$ cat src/rtl/pwm_pkg.sv
package pwm_pkg;

    typedef enum logic [1:0] {
        MODE_OFF = 2'd0,
        MODE_GPO = 2'd1,
        MODE_PWM = 2'd2
    } pin_mode_e;

    typedef enum logic [1:0] {
        SEL_DIV   = 2'd0,
        SEL_DUTY  = 2'd1,
        SEL_MODE  = 2'd2,
        SEL_DRIVE = 2'd3
    } wr_sel_e;

    typedef struct packed {
        pin_mode_e mode;
        logic      level;
        logic      od;
    } pin_cfg_t;

endpackage

$ cat src/rtl/pwm_cfg_regs.sv
module pwm_cfg_regs
    import pwm_pkg::*;
#(
    parameter int NUM_PAIRS = 4,
    parameter int DIV_W     = 14,
    parameter int FRAC_W    = 4
) (
    input  logic                                     clk,
    input  logic                                     rst,
    input  logic                                     wr_en,
    input  logic [1:0]                               wr_sel,
    input  logic [$clog2(2*NUM_PAIRS)-1:0]           wr_idx,
    input  logic [DIV_W+FRAC_W-1:0]                  wr_data,
    output logic [NUM_PAIRS-1:0][DIV_W-1:0]          sh_div,
    output logic [2*NUM_PAIRS-1:0][DIV_W+FRAC_W-1:0] sh_duty,
    output pin_cfg_t [2*NUM_PAIRS-1:0]               pin_cfg
);
    localparam int NCH     = 2 * NUM_PAIRS;
    localparam int CH_W    = $clog2(NCH);
    localparam int PAIR_W  = (NUM_PAIRS > 1) ? $clog2(NUM_PAIRS) : 1;
    localparam int DUTY_W  = DIV_W + FRAC_W;
    localparam int DIV_MAX = (1 << DIV_W) - 1;
    localparam int DIV_MIN = 2;

    typedef struct packed {
        logic [NUM_PAIRS-1:0][DIV_W-1:0] div;
        logic [NCH-1:0][DUTY_W-1:0]      duty;
        pin_cfg_t [NCH-1:0]              cfg;
    } cfg_state_t;

    cfg_state_t s_d, s_q;
    pin_mode_e  new_mode;
    logic [CH_W-1:0]   mate;
    logic [PAIR_W-1:0] pair_sel;

    always_comb begin
        s_d      = s_q;
        mate     = wr_idx ^ CH_W'(1);
        pair_sel = PAIR_W'(wr_idx);
        case (wr_data[1:0])
            2'd1:    new_mode = MODE_GPO;
            2'd2:    new_mode = MODE_PWM;
            default: new_mode = MODE_OFF;
        endcase
        if (wr_en) begin
            case (wr_sel_e'(wr_sel))
                SEL_DIV: begin
                    if (wr_data < DUTY_W'(DIV_MIN))
                        s_d.div[pair_sel] = DIV_W'(DIV_MIN);
                    else if (wr_data > DUTY_W'(DIV_MAX))
                        s_d.div[pair_sel] = DIV_W'(DIV_MAX);
                    else
                        s_d.div[pair_sel] = wr_data[DIV_W-1:0];
                end
                SEL_DUTY: s_d.duty[wr_idx] = wr_data;
                SEL_MODE: begin
                    s_d.cfg[wr_idx].mode = new_mode;
                    if (new_mode == MODE_PWM && s_q.cfg[mate].mode == MODE_OFF)
                        s_d.cfg[mate].mode = MODE_PWM;
                end
                default: begin
                    s_d.cfg[wr_idx].level = wr_data[0];
                    s_d.cfg[wr_idx].od    = wr_data[1];
                end
            endcase
        end
    end

    always_ff @(posedge clk) begin
        if (rst) begin
            for (int p = 0; p < NUM_PAIRS; p++) s_q.div[p] <= DIV_W'(DIV_MIN);
            for (int c = 0; c < NCH; c++) begin
                s_q.duty[c] <= '0;
                s_q.cfg[c]  <= '{mode: MODE_GPO, level: 1'b0, od: 1'b0};
            end
        end else begin
            s_q <= s_d;
        end
    end

    assign sh_div  = s_q.div;
    assign sh_duty = s_q.duty;
    assign pin_cfg = s_q.cfg;

endmodule

$ cat src/rtl/pwm_pair_timer.sv
module pwm_pair_timer #(
    parameter int DIV_W  = 14,
    parameter int FRAC_W = 4
) (
    input  logic                             clk,
    input  logic                             rst,
    input  logic [DIV_W-1:0]                 sh_div,
    input  logic [1:0][DIV_W+FRAC_W-1:0]     sh_duty,
    output logic [1:0]                       wave,
    output logic [DIV_W-1:0]                 cnt_o,
    output logic [DIV_W-1:0]                 div_o
);
    localparam int DUTY_W = DIV_W + FRAC_W;

    typedef struct packed {
        logic [DIV_W-1:0]       cnt;
        logic [FRAC_W-1:0]      frame;
        logic [DIV_W-1:0]       div;
        logic [1:0][DUTY_W-1:0] duty;
    } timer_state_t;

    timer_state_t t_d, t_q;
    logic [1:0][DIV_W:0] thr;

    always_comb begin
        t_d = t_q;
        if (t_q.cnt == t_q.div - DIV_W'(1)) begin
            t_d.cnt   = '0;
            t_d.frame = t_q.frame + FRAC_W'(1);
            t_d.div   = sh_div;
            t_d.duty  = sh_duty;
        end else begin
            t_d.cnt = t_q.cnt + DIV_W'(1);
        end
        for (int k = 0; k < 2; k++) begin
            thr[k]  = {1'b0, t_q.duty[k][DUTY_W-1:FRAC_W]}
                    + (DIV_W+1)'(t_q.frame < t_q.duty[k][FRAC_W-1:0]);
            wave[k] = {1'b0, t_q.cnt} < thr[k];
        end
    end

    always_ff @(posedge clk) begin
        if (rst) begin
            t_q.cnt   <= '0;
            t_q.frame <= '0;
            t_q.div   <= DIV_W'(2);
            t_q.duty  <= '0;
        end else begin
            t_q <= t_d;
        end
    end

    assign cnt_o = t_q.cnt;
    assign div_o = t_q.div;

endmodule

$ cat src/rtl/pwm_pin_drive.sv
module pwm_pin_drive
    import pwm_pkg::*;
(
    input  logic     clk,
    input  logic     rst,
    input  logic     wave,
    input  pin_cfg_t cfg,
    output logic     pin_o,
    output logic     pin_oe
);
    typedef struct packed {
        logic o;
        logic oe;
    } drv_t;

    drv_t d_d, d_q;
    logic val;

    always_comb begin
        val = (cfg.mode == MODE_PWM) ? wave : cfg.level;
        if (cfg.mode == MODE_OFF) begin
            d_d.o  = 1'b0;
            d_d.oe = 1'b0;
        end else if (cfg.od) begin
            d_d.o  = 1'b0;
            d_d.oe = ~val;
        end else begin
            d_d.o  = val;
            d_d.oe = 1'b1;
        end
    end

    always_ff @(posedge clk) begin
        if (rst) begin
            d_q.o  <= 1'b0;
            d_q.oe <= 1'b1;
        end else begin
            d_q <= d_d;
        end
    end

    assign pin_o  = d_q.o;
    assign pin_oe = d_q.oe;

endmodule

$ cat src/rtl/pwm_pair_array.sv
module pwm_pair_array
    import pwm_pkg::*;
#(
    parameter int NUM_PAIRS = 4,
    parameter int DIV_W     = 14,
    parameter int FRAC_W    = 4
) (
    input  logic                               clk,
    input  logic                               rst,
    input  logic                               wr_en,
    input  logic [1:0]                         wr_sel,
    input  logic [$clog2(2*NUM_PAIRS)-1:0]     wr_idx,
    input  logic [DIV_W+FRAC_W-1:0]            wr_data,
    output logic [2*NUM_PAIRS-1:0]             pin_o,
    output logic [2*NUM_PAIRS-1:0]             pin_oe
);
    localparam int NCH    = 2 * NUM_PAIRS;
    localparam int DUTY_W = DIV_W + FRAC_W;

    logic [NUM_PAIRS-1:0][DIV_W-1:0] sh_div;
    logic [NCH-1:0][DUTY_W-1:0]      sh_duty;
    pin_cfg_t [NCH-1:0]              pin_cfg;
    logic [NCH-1:0]                  wave;
    logic [NUM_PAIRS-1:0][DIV_W-1:0] pair_cnt;
    logic [NUM_PAIRS-1:0][DIV_W-1:0] pair_div;

    pwm_cfg_regs #(
        .NUM_PAIRS(NUM_PAIRS), .DIV_W(DIV_W), .FRAC_W(FRAC_W)
    ) u_cfg (
        .clk(clk), .rst(rst), .wr_en(wr_en), .wr_sel(wr_sel),
        .wr_idx(wr_idx), .wr_data(wr_data),
        .sh_div(sh_div), .sh_duty(sh_duty), .pin_cfg(pin_cfg)
    );

    for (genvar p = 0; p < NUM_PAIRS; p++) begin : g_pair
        pwm_pair_timer #(.DIV_W(DIV_W), .FRAC_W(FRAC_W)) u_timer (
            .clk(clk), .rst(rst),
            .sh_div(sh_div[p]),
            .sh_duty(sh_duty[2*p+1 -: 2]),
            .wave(wave[2*p+1 -: 2]),
            .cnt_o(pair_cnt[p]),
            .div_o(pair_div[p])
        );
    end

    for (genvar c = 0; c < NCH; c++) begin : g_pin
        pwm_pin_drive u_drive (
            .clk(clk), .rst(rst), .wave(wave[c]), .cfg(pin_cfg[c]),
            .pin_o(pin_o[c]), .pin_oe(pin_oe[c])
        );
    end

endmodule

$ cat config.mk
export PLATFORM = sky130hd
export DESIGN_NAME = pwm_pair_array
export DESIGN_NICKNAME = d
export VERILOG_FILES = /design/src/rtl/pwm_pkg.sv /design/src/rtl/pwm_cfg_regs.sv /design/src/rtl/pwm_pair_timer.sv /design/src/rtl/pwm_pin_drive.sv /design/src/rtl/pwm_pair_array.sv
export SDC_FILE = /design/constraint.sdc
export NUM_CORES = 1
export LEC_CHECK = 0
export BUFFER_PORTS_ARGS = -buffer_cell sky130_fd_sc_hd__buf_2
export CELL_PAD_IN_SITES_DETAIL_PLACEMENT = 1
export CELL_PAD_IN_SITES_GLOBAL_PLACEMENT = 2
export CORE_UTILIZATION = 41
export CTS_BUF_LIST = sky130_fd_sc_hd__clkbuf_8
export DETAILED_ROUTE_END_ITERATION = 10
export PLACE_DENSITY = 0.8
export SETUP_SLACK_MARGIN = 0.2
export SLEW_MARGIN = 20
export SYNTH_ARGS = -nofsm -noshare
export SYNTH_HDL_FRONTEND = slang
export SYNTH_HIERARCHICAL = 1
export SYNTH_SLANG_ARGS = --single-unit
$ cat constraint.sdc
create_clock -name clk -period 5.22 [get_ports clk]
set_input_delay 0.261 -clock clk [delete_from_list [all_inputs] [get_ports clk]]
set_output_delay 0.261 -clock clk [all_outputs]
set_load 0.02 [all_outputs]
* Yosys cells after proc, flatten, opt, wreduce, memory -nomap -nowiden
Index checks and enable logic that the tools add are counted.
** Word-level totals
- Word-level logic and storage cells :: 226
- Output and inout port bits :: 16
- Input bits :: 26
- Register bits :: 520
** Cells by class
- Eq/ne operators :: 17
- Bitwise operators :: 14
- $add $sub $neg :: 20
- Multiplexer cells :: 49
- Reductions and logical operators :: 30
- Order comparisons :: 24
** Operators with widths (number)
- bitwise mux 144 bit :: 1
- bitwise mux 32 bit :: 4
- adder 14 x 1 -> 15 bit :: 8
- < comparator 14 x 15 -> 1 bit :: 8
- 2-to-1 mux 56 bit :: 2
- one-hot mux 32 bit (2 select lines) :: 1
- adder 14 x 1 -> 14 bit (second input constant) :: 4
- bitwise mux 56 bit :: 1
- equality test 14 bit :: 4
- bitwise OR 56 bit :: 1
- subtractor 14 x 1 -> 14 bit (second input constant) :: 4
- demux 18 bit (select 3 bit) :: 1
- bitwise AND 52 bit :: 1
- inverter 52 bit :: 1
- demux 4 bit (select 3 bit) :: 4
- < comparator 4 bit :: 8
- 2-to-1 mux 32 bit :: 1
- demux 14 bit (select 2 bit) :: 1
- 2-to-1 mux 1 bit :: 25
- OR reduction 3 bit :: 8
- equality test 2 bit (second input constant) :: 11
- logical NOT 2 bit :: 10
- > comparator 18 x 14 -> 1 bit (second input constant) :: 1
- < comparator 18 x 2 -> 1 bit (second input constant) :: 1
- 17 further kinds :: 43

* Depth between registers and ports, before layout
Gate-level depths: netlist of run 1.
- Depth in word-level cells :: 8
- Depth in mapped cells :: 21

* Hierarchy
Netlist of run 1, hierarchy kept.
** Modules (own cells, without submodules)
- pwm_pair_timer at g_pair[0].u_timer ... :: area each 4341.7 µm², instances 2, cells each 559
- pwm_cfg_regs :: area each 8670.8 µm², instances 1, cells each 1050
- pwm_pair_timer at g_pair[2].u_timer :: area each 4872.2 µm², instances 1, cells each 553
- pwm_pair_timer at g_pair[1].u_timer :: area each 4361.7 µm², instances 1, cells each 489
- pwm_pin_drive :: area each 82.6 µm², instances 8, cells each 9

* Worst setup path after synthesis of run 1
No wires, ideal clock.
- Path type :: register -> register
- Start point :: reg g_pair[2].u_timer/t_q[1] (netlist bit)
- End point :: reg g_pin[4].u_drive.d_q, in the netlist g_pin[4].u_drive/pin_oe
- Period minus slack after synthesis :: 3.645 ns
- Data arrival time :: 3.523 ns
- Path buffers :: 0
- Cell stages (with the launch flop) :: 22
- Setup slack :: 1.575 ns
- Cell sequence :: dfxtp_1 inv_1 ha_1 a21o_1 a21o_1 a21oi_1 ha_1 ha_1 nand2_1 nor2_1 nand3_1 xor2_1 ha_1 a21oi_1 nor2b_1 o21ai_0 nand2b_1 a2111oi_0 o21ai_0 o21ai_0 nand2_1 a221o_1
** Between the ends
- Word-level cells in the longest chain between the ends :: 7
** Ends and longest elaborated chain
- start: declaration :: RTL line pwm_pair_timer.sv:22 : timer_state_t t_d, t_q;
- start signal: assignment :: RTL line pwm_pair_timer.sv:49 : t_q <= t_d;
- < comparator 4 bit :: RTL line pwm_pair_timer.sv:37 : + (DIV_W+1)'(t_q.frame < t_q.duty[k][FRAC_W-1:0]);
- adder 14 x 1 -> 15 bit :: RTL line pwm_pair_timer.sv:37
- < comparator 14 x 15 -> 1 bit :: RTL line pwm_pair_timer.sv:38 : wave[k] = {1'b0, t_q.cnt} < thr[k];
- via wave[4] :: RTL line pwm_pair_array.sv:23 : logic [NCH-1:0] wave;
- 2-to-1 mux 1 bit :: RTL line pwm_pin_drive.sv:20 : val = (cfg.mode == MODE_PWM) ? wave : cfg.level;
- inverter 1 bit :: RTL line pwm_pin_drive.sv:26 : d_d.oe = ~val;
- 2-to-1 mux 1 bit :: RTL line pwm_pin_drive.sv:24 : end else if (cfg.od) begin
- 2-to-1 mux 1 bit :: RTL line pwm_pin_drive.sv:21 : if (cfg.mode == MODE_OFF) begin
- end: declaration :: RTL line pwm_pin_drive.sv:16 : drv_t d_d, d_q;
The timed path passes the listed nets, and every way through them passes these cells.
A chain may end at the register's enable or synchronous reset.

* Final worst setup path of run 1
- Start point :: reg g_pair[1].u_timer/t_q[1] (netlist bit)
- End point :: reg g_pin[2].u_drive.d_q, in the netlist g_pin[2].u_drive/pin_oe
** Between the ends
- Word-level cells in the longest chain between the ends :: 7
** Ends and longest elaborated chain (RTL line)
- start: declaration :: pwm_pair_timer.sv:22
- start signal: assignment :: pwm_pair_timer.sv:49
- < comparator 4 bit :: pwm_pair_timer.sv:37
- adder 14 x 1 -> 15 bit :: pwm_pair_timer.sv:37
- < comparator 14 x 15 -> 1 bit :: pwm_pair_timer.sv:38
- via wave[2] :: pwm_pair_array.sv:23
- 2-to-1 mux 1 bit :: pwm_pin_drive.sv:20
- inverter 1 bit :: pwm_pin_drive.sv:26
- 2-to-1 mux 1 bit :: pwm_pin_drive.sv:24
- 2-to-1 mux 1 bit :: pwm_pin_drive.sv:21
- end: declaration :: pwm_pin_drive.sv:16
The timed path passes the listed nets, and every way through them passes these cells.

==> flow_metrics.tcl, run 1 <==
set metrics [dict create \
    setup_viol 0 \
    vias 22260 \
    gp_congestion 0.8080 \
    arrival_ns 5.07 \
    drive_above_1_share_pct 8.263 \
    startpoint_type "flop" \
    crit_chain "inv_1 > ha_1 > a21o_1 > a21o_1 > a21oi_1 > ha_1 > ha_1 > nand2_1 > nor2_1 > nand3_1 > xor2_1 > ha_1 > a21oi_1 > nor2b_1 > o21ai_0 > nand2b_1 > a2111oi_0 > o21ai_0 > o21ai_0 > nand2_1 > a221o_1" \
    yosys_warnings 6 \
    firstDrtPassIters 5 \
    post-cts-setup-buffers 0 \
    finClkSkew_ns 0.02540 \
    grt_pass1_wl_um 127300 \
    ios 42 \
    clkSinkCount 520 \
    antenna_found_initial 2 \
    areaGrowthSynthToFinish_pct 9.348 \
    fin_ws_ns 0.7437 \
    crit_type "flop to flop" \
    cp-end-kind "flop" \
    drv_slew 0 \
    overflow 0 \
    die_w_um 255.8 \
    peakVddDrop_mv 0.2035 \
    cts_buffer_depth 3 \
    power.density_nw_per_um2 339.0 \
    first_global_vias 23070 \
    dp_slack_ns 0.7670 \
    drt_wl_total_um 80130 \
    ant_nets 0 \
    tightest_slew_ns 1.056 \
    dieHeight_um 255.8 \
    numPortBuffers 41 \
    critPathMaxStageDelay_ns 0.47 \
    cp_num_buf_inv 1 \
    clkTransAtPathRegs_ns 0.06 \
    netlist_instances 3170 \
    routed.top_layer "met4" \
    met1_length_um 36580 \
    required_ns 5.81 \
    syn_avg_cell_area_um2 8.331 \
    fin_nets 3327 \
    cts-buffers-inserted 94 \
    cap_violations 0 \
    synth_area_um2 26410 \
    wl_met3_um 3341 \
    p_comb_share_pct 16.6 \
    critical_path.top_delay_family "compound AO/OA/AOI/OAI gates" \
    p_int_mw 6.825 \
    start_util_pct 41.71 \
    grt_max_degree 115 \
    fin_crit_ns 4.476 \
    cts_root_buf "clkbuf_8" \
    cpMaxStageDelayCell "a2111oi_0" \
    p_total_mw 9.789 \
    tns_ns 0 \
    core_area_um2 63310 \
    dp_hpwl_um 54440 \
    sw_frac_of_total_pct 30.28 \
    cts_tree "yes" \
    dieArea_um2 65430 \
    p_seq_share_pct 42.8 \
    clk_latency_ns 0.70 \
    regArea_um2 10410 \
    rsz0062_at_grt "false" \
    crit_start "g_pair[1].u_timer/t_q[1]" \
    cp_common_cell "ha_1" \
    clkPwrFrac_pct 40.5 \
    regToRegStartpoint "g_pair[1].u_timer/t_q[1]" \
    rows 92 \
    slew_headroom_pct 29.40 \
    wire_per_inst_um 19.70 \
    gr-usage-all-layers_pct 24.44 \
    vias_per_cell 5.473 \
    leakage_nw 10.06 \
    finalCritPeriodShare_pct 85.75 \
    cts.htree.levels 3 \
    multi_input_area_um2 14810 \
    drt_iter0_markers 1107 \
    dr_wl_met2_um 37670 \
    holdCritStartpoint "wr_data[2]" \
    synth_nets 3352 \
    power_switching_mw 2.964 \
    hp-class "input port to flop" \
    max_freq_ghz 0.2234 \
    critPathMaxFanout 3 \
    drc 0 \
    fill_cells 7579 \
    outcome "complete, no violations" \
    finalHoldViolations 0 \
]
## layout make-up
type	instances	area share (%)
Clock buffer	125	5.958
Inverter	53	0.6889
Tap cell	846	3.666
Antenna cell	3	0.02600
Timing Repair Buffer	63	1.469
Multi-Input combinational cell	2413	51.28
Sequential cell	520	36.05
Clock inverter	45	0.8666
## worst register-to-register path, cell delays in order, from the launching register on
cell and delay (ns):
dfxtp_1 0.34, inv_1 0.05, ha_1 0.29, a21o_1 0.16
a21o_1 0.18, a21oi_1 0.16, ha_1 0.20, ha_1 0.21
nand2_1 0.09, nor2_1 0.18, nand3_1 0.12, xor2_1 0.16
ha_1 0.30, a21oi_1 0.15, nor2b_1 0.06, o21ai_0 0.16
nand2b_1 0.07, a2111oi_0 0.47, o21ai_0 0.12, o21ai_0 0.44
nand2_1 0.13, a221o_1 0.33
## cells in the final DEF, fill, tap and decap left out, types with 63 or more instances in the layout
cell,count
inv_1,81
nand3_1,102
clkbuf_8,125
nand2b_1,125
ha_1,156
dfxtp_1,520
o21ai_0,63
xor2_1,112
a21oi_1,311
mux2i_1,110
xnor2_1,104
nor2_1,244
nand2_1,630
## power groups by stage
stage / Combinational [mW] / Clock [mW] / Sequential [mW]
2_1_floorplan: 1.35 / 0 / 4.21
3_3_place_gp: 1.59 / 0 / 4.27
3_5_place_dp: 1.64 / 0 / 4.28
4_1_cts: 1.66 / 4.10 / 4.19
5_1_grt: 1.79 / 4.27 / 4.21
6_report: 1.63 / 3.97 / 4.19
## stage by stage
step | hold WS [ns] | cells | area [um2] | utilization, %
after floorplan | 0.3338 | 3170 | 26410 | -
after global placement | 0.4369 | 3888 | 26830 | 42.37
after detailed placement | 0.4465 | 3888 | 26830 | 42.37
after CTS | 0.002105 | 4064 | 28860 | 45.58
after global routing | 0.0003220 | 4066 | 28870 | 45.60
final | 0.05764 | 4068 | 28880 | 45.61
## routing by layer
metal | GRT usage, % | vias up
li1 | - | 10800
met2 | 41.04 | 380
met5 | 0 | -
met3 | 4.130 | 167
met4 | 9.132 | 0
met1 | 31.31 | 10920
## state kept, by name, summed over array words and instances (netlist names)
name,cells
g_pin.u_drive/pin_oe,8
g_pair.u_timer/cnt_o,56
u_cfg/sh_duty,144
g_pair.u_timer/t_q,160
u_cfg/pin_cfg,32
g_pair.u_timer/div_o,56
g_pin.u_drive/pin_o,8
u_cfg/sh_div,56
## final timing paths
kind                                                  end  slack [ns]  cells after the start
worst min-delay path                    u_cfg/sh_duty[56]        0.06                      3
worst min register to register  g_pair[3].u_timer/t_q[19]        0.45                      2
worst max-delay path              g_pin[2].u_drive/pin_oe        0.74                     21
worst max register to register    g_pin[2].u_drive/pin_oe        0.74                     21
## repair_timing
item                                    in CTS  in global routing
hold buffers                                 6                  0
gates resized for setup                      0                  0
hold endpoints to repair                    23                  0
endpoints found under the setup margin       0                  0
Note: power is estimated with default switching activity, not from simulation.
==> run 2, diff against run 1 <==
CAP_MARGIN = 10   (was default)
clock period = 4.5 ns   (was 5.22 ns; I/O delays follow)
==> run 2 against run 1 <==
  * Global-route usage shrank 0.28 points
  * Setup slack worse by 0.28 ns
  * Routed wire length fell by 0.22%
  * Total power rose by 15%
  * Clock power up 13%
  * Cell count increased by 0.17%
  * Critical path depth stayed put
  * Die area did not move
  * Via count decreased by 0.42%
==> flow_metrics.tcl, run 2 (synthesized netlist as in run 1, its figures left out) <==
set metrics [dict create \
    crit_chain "inv_1 > ha_1 > a21o_1 > a21o_1 > a21oi_2 > ha_2 > ha_2 > nand2_1 > nor2_2 > nand3_1 > xor2_1 > ha_1 > a21oi_2 > nor2b_1 > o21ai_0 > nand2b_1 > a2111oi_2 > o21ai_0 > o21ai_1 > nand2_1 > a221o_1" \
    largest_reg_flops 160 \
    dr_wl_met2_um 37300 \
    drv_slew 0 \
    drive_above_1_share_pct 9.018 \
    fin_area_um2 28980 \
    finalNonFillerCells 4075 \
    ios 42 \
    tightest_slew_ns 1.081 \
    finalHoldViolations 0 \
    reg2regPathDepth 21 \
    leakage_nw 10.11 \
    power_switching_mw 3.433 \
    cap_violations 0 \
    drt_iter0_markers 1066 \
    gp_congestion 0.8087 \
    antenna_found_initial 1 \
    critPathMaxStageDelay_ns 0.33 \
    min_to "u_cfg/sh_duty[21]" \
    fin_crit_ns 4.038 \
    required_ns 5.09 \
    max_freq_ghz 0.2476 \
    overflow 0 \
    finClkSkew_ns 0.04358 \
    grt_max_degree 102 \
    cts-buffers-inserted 95 \
    vias 22170 \
    r2r_setup_slack_ns 0.46 \
    wl_met3_um 3953 \
    clkTransAtPathRegs_ns 0.06 \
    vias_per_cell 5.440 \
    p_comb_share_pct 17.2 \
    met1_length_um 35610 \
    areaGrowthSynthToFinish_pct 9.727 \
    dieArea_um2 65430 \
    slew_headroom_pct 27.71 \
    clkPwrFrac_pct 39.8 \
    path_depth 21 \
    p_seq_share_pct 43.1 \
    fill_cells 7605 \
    power.density_nw_per_um2 389.5 \
    rows 92 \
    cts_tree "yes" \
    hp-class "input port to flop" \
    r2r_end "g_pin[4].u_drive/pin_oe" \
    clkSinkCount 520 \
    finalCritPeriodShare_pct 89.74 \
    critPathMaxFanout 3 \
    firstDrtPassIters 4 \
    cts.htree.levels 3 \
    dp.cells 3894 \
    regMostFlops "g_pair.u_timer/t_q" \
    placed_area_um2 26870 \
    cts_buffer_depth 3 \
    ant_nets 0 \
    core_area_um2 63310 \
    cts_root_buf "clkbuf_8" \
    first_global_vias 22940 \
    layout_commonest_cell "nand2_1" \
    sw_frac_of_total_pct 30.41 \
    outcome "complete, no violations" \
    startpoint_type "flop" \
    cp-end-kind "flop" \
    crit_type "flop to flop" \
    routed.top_layer "met4" \
    peakVddDrop_mv 0.2745 \
    grt_pass1_wl_um 125700 \
    arrival_ns 4.62 \
    holdCritStartpoint "wr_data[3]" \
    die_w_um 255.8 \
    dieHeight_um 255.8 \
    drt_wl_total_um 79950 \
    wire_per_inst_um 19.62 \
    numPortBuffers 41 \
    fin_nets 3340 \
    final_cell_mix "nand2_1, dfxtp_1, a21oi_1" \
    rsz0062_at_grt "true" \
    cpMaxStageDelayCell "dfxtp_1" \
    cp_num_buf_inv 1 \
    setup_viol 0 \
    dp_hpwl_um 54670 \
    start_util_pct 41.71 \
    drc 0 \
    tns_ns 0 \
    regToRegStartpoint "g_pair[2].u_timer/t_q[1]" \
    critical_path.top_delay_family "compound AO/OA/AOI/OAI gates" \
    p_int_mw 7.854 \
    gr-usage-all-layers_pct 24.17 \
    clk_latency_ns 0.71 \
    hold_depth 3 \
]
## run 2: cell count changes in the layout (fill, tap and decap cells not counted), sizes merged, moves of 2 or more
cell	delta
buf	+7
clkbuf	-9
clkinv	+6
clkinvlp	-2
dlygate4sd3	+5
## run 2: cell type report
| class | count | area [um2] | area share [%] |
|---|---|---|---|
| Multi-Input combinational cell | 2413 | 14880 | 51.35 |
| Sequential cell | 520 | 10410 | 35.94 |
| Clock buffer | 116 | 1597 | 5.510 |
| Tap cell | 846 | 1059 | 3.653 |
| Timing Repair Buffer | 75 | 530.5 | 1.831 |
| Clock inverter | 50 | 292.8 | 1.010 |
| Inverter | 53 | 198.9 | 0.6866 |
| Antenna cell | 2 | 5.005 | 0.01727 |
## run 2: power by group through the flow
stage / sequential, mW / combinational [mW] / clock, mW
floorplan: 4.89 / 1.57 / 0
global placement: 4.96 / 1.87 / 0
detailed placement: 4.96 / 1.93 / 0
CTS: 4.86 / 1.95 / 4.62
global route: 4.88 / 2.12 / 4.83
finish: 4.86 / 1.94 / 4.49
## run 2: worst max path at each step
stage                               from                       to
2_1_floorplan   g_pair[2].u_timer/t_q[1]  g_pin[4].u_drive/pin_oe
5_1_grt         g_pair[1].u_timer/t_q[1]  g_pin[2].u_drive/pin_oe
3_3_place_gp    g_pair[2].u_timer/t_q[1]  g_pin[4].u_drive/pin_oe
3_5_place_dp   g_pair[2].u_timer/t_q[51]  g_pin[4].u_drive/pin_oe
4_1_cts        g_pair[1].u_timer/t_q[51]  g_pin[3].u_drive/pin_oe
6_report        g_pair[2].u_timer/t_q[1]  g_pin[4].u_drive/pin_oe
## run 2: repair_timing
item	CTS	global route
endpoints found under the setup margin	2	11
cloned	0	0
hold endpoints to repair	89	0
buffers inserted	0	1
hold buffers	11	0
pin swaps	0	6
gates resized for setup	2	31
## run 2: routing by layer
layer / global-route usage (%) / vias up
li1: - / 10830
met1: 29.75 / 10800
met2: 40.52 / 387
met3: 5.575 / 156
met4: 9.880 / 0
met5: 0 / -
## run 2: through the flow
stage | power, mW | setup slack (ns) | util [%] | hold slack [ns]
after global placement | 6.830 | 0.2982 | 42.44 | 0.4371
after floorplan | 6.450 | 0.8550 | - | 0.2978
after global routing | 11.82 | 0.1989 | 45.76 | 0.03051
after CTS | 11.44 | 0.2152 | 45.60 | 0.004577
final | 11.29 | 0.4617 | 45.77 | 0.04897
after detailed placement | 6.889 | 0.1906 | 42.44 | 0.4470
## run 2: worst register-to-register path: cells and delay by family (launching register included)
family	cells	cell delay, ns
buf+inv	1	0.05
xor+xnor	1	0.17
flops	1	0.33
compound gates	9	1.81
simple gates	6	0.58
fa+ha+maj	4	0.99
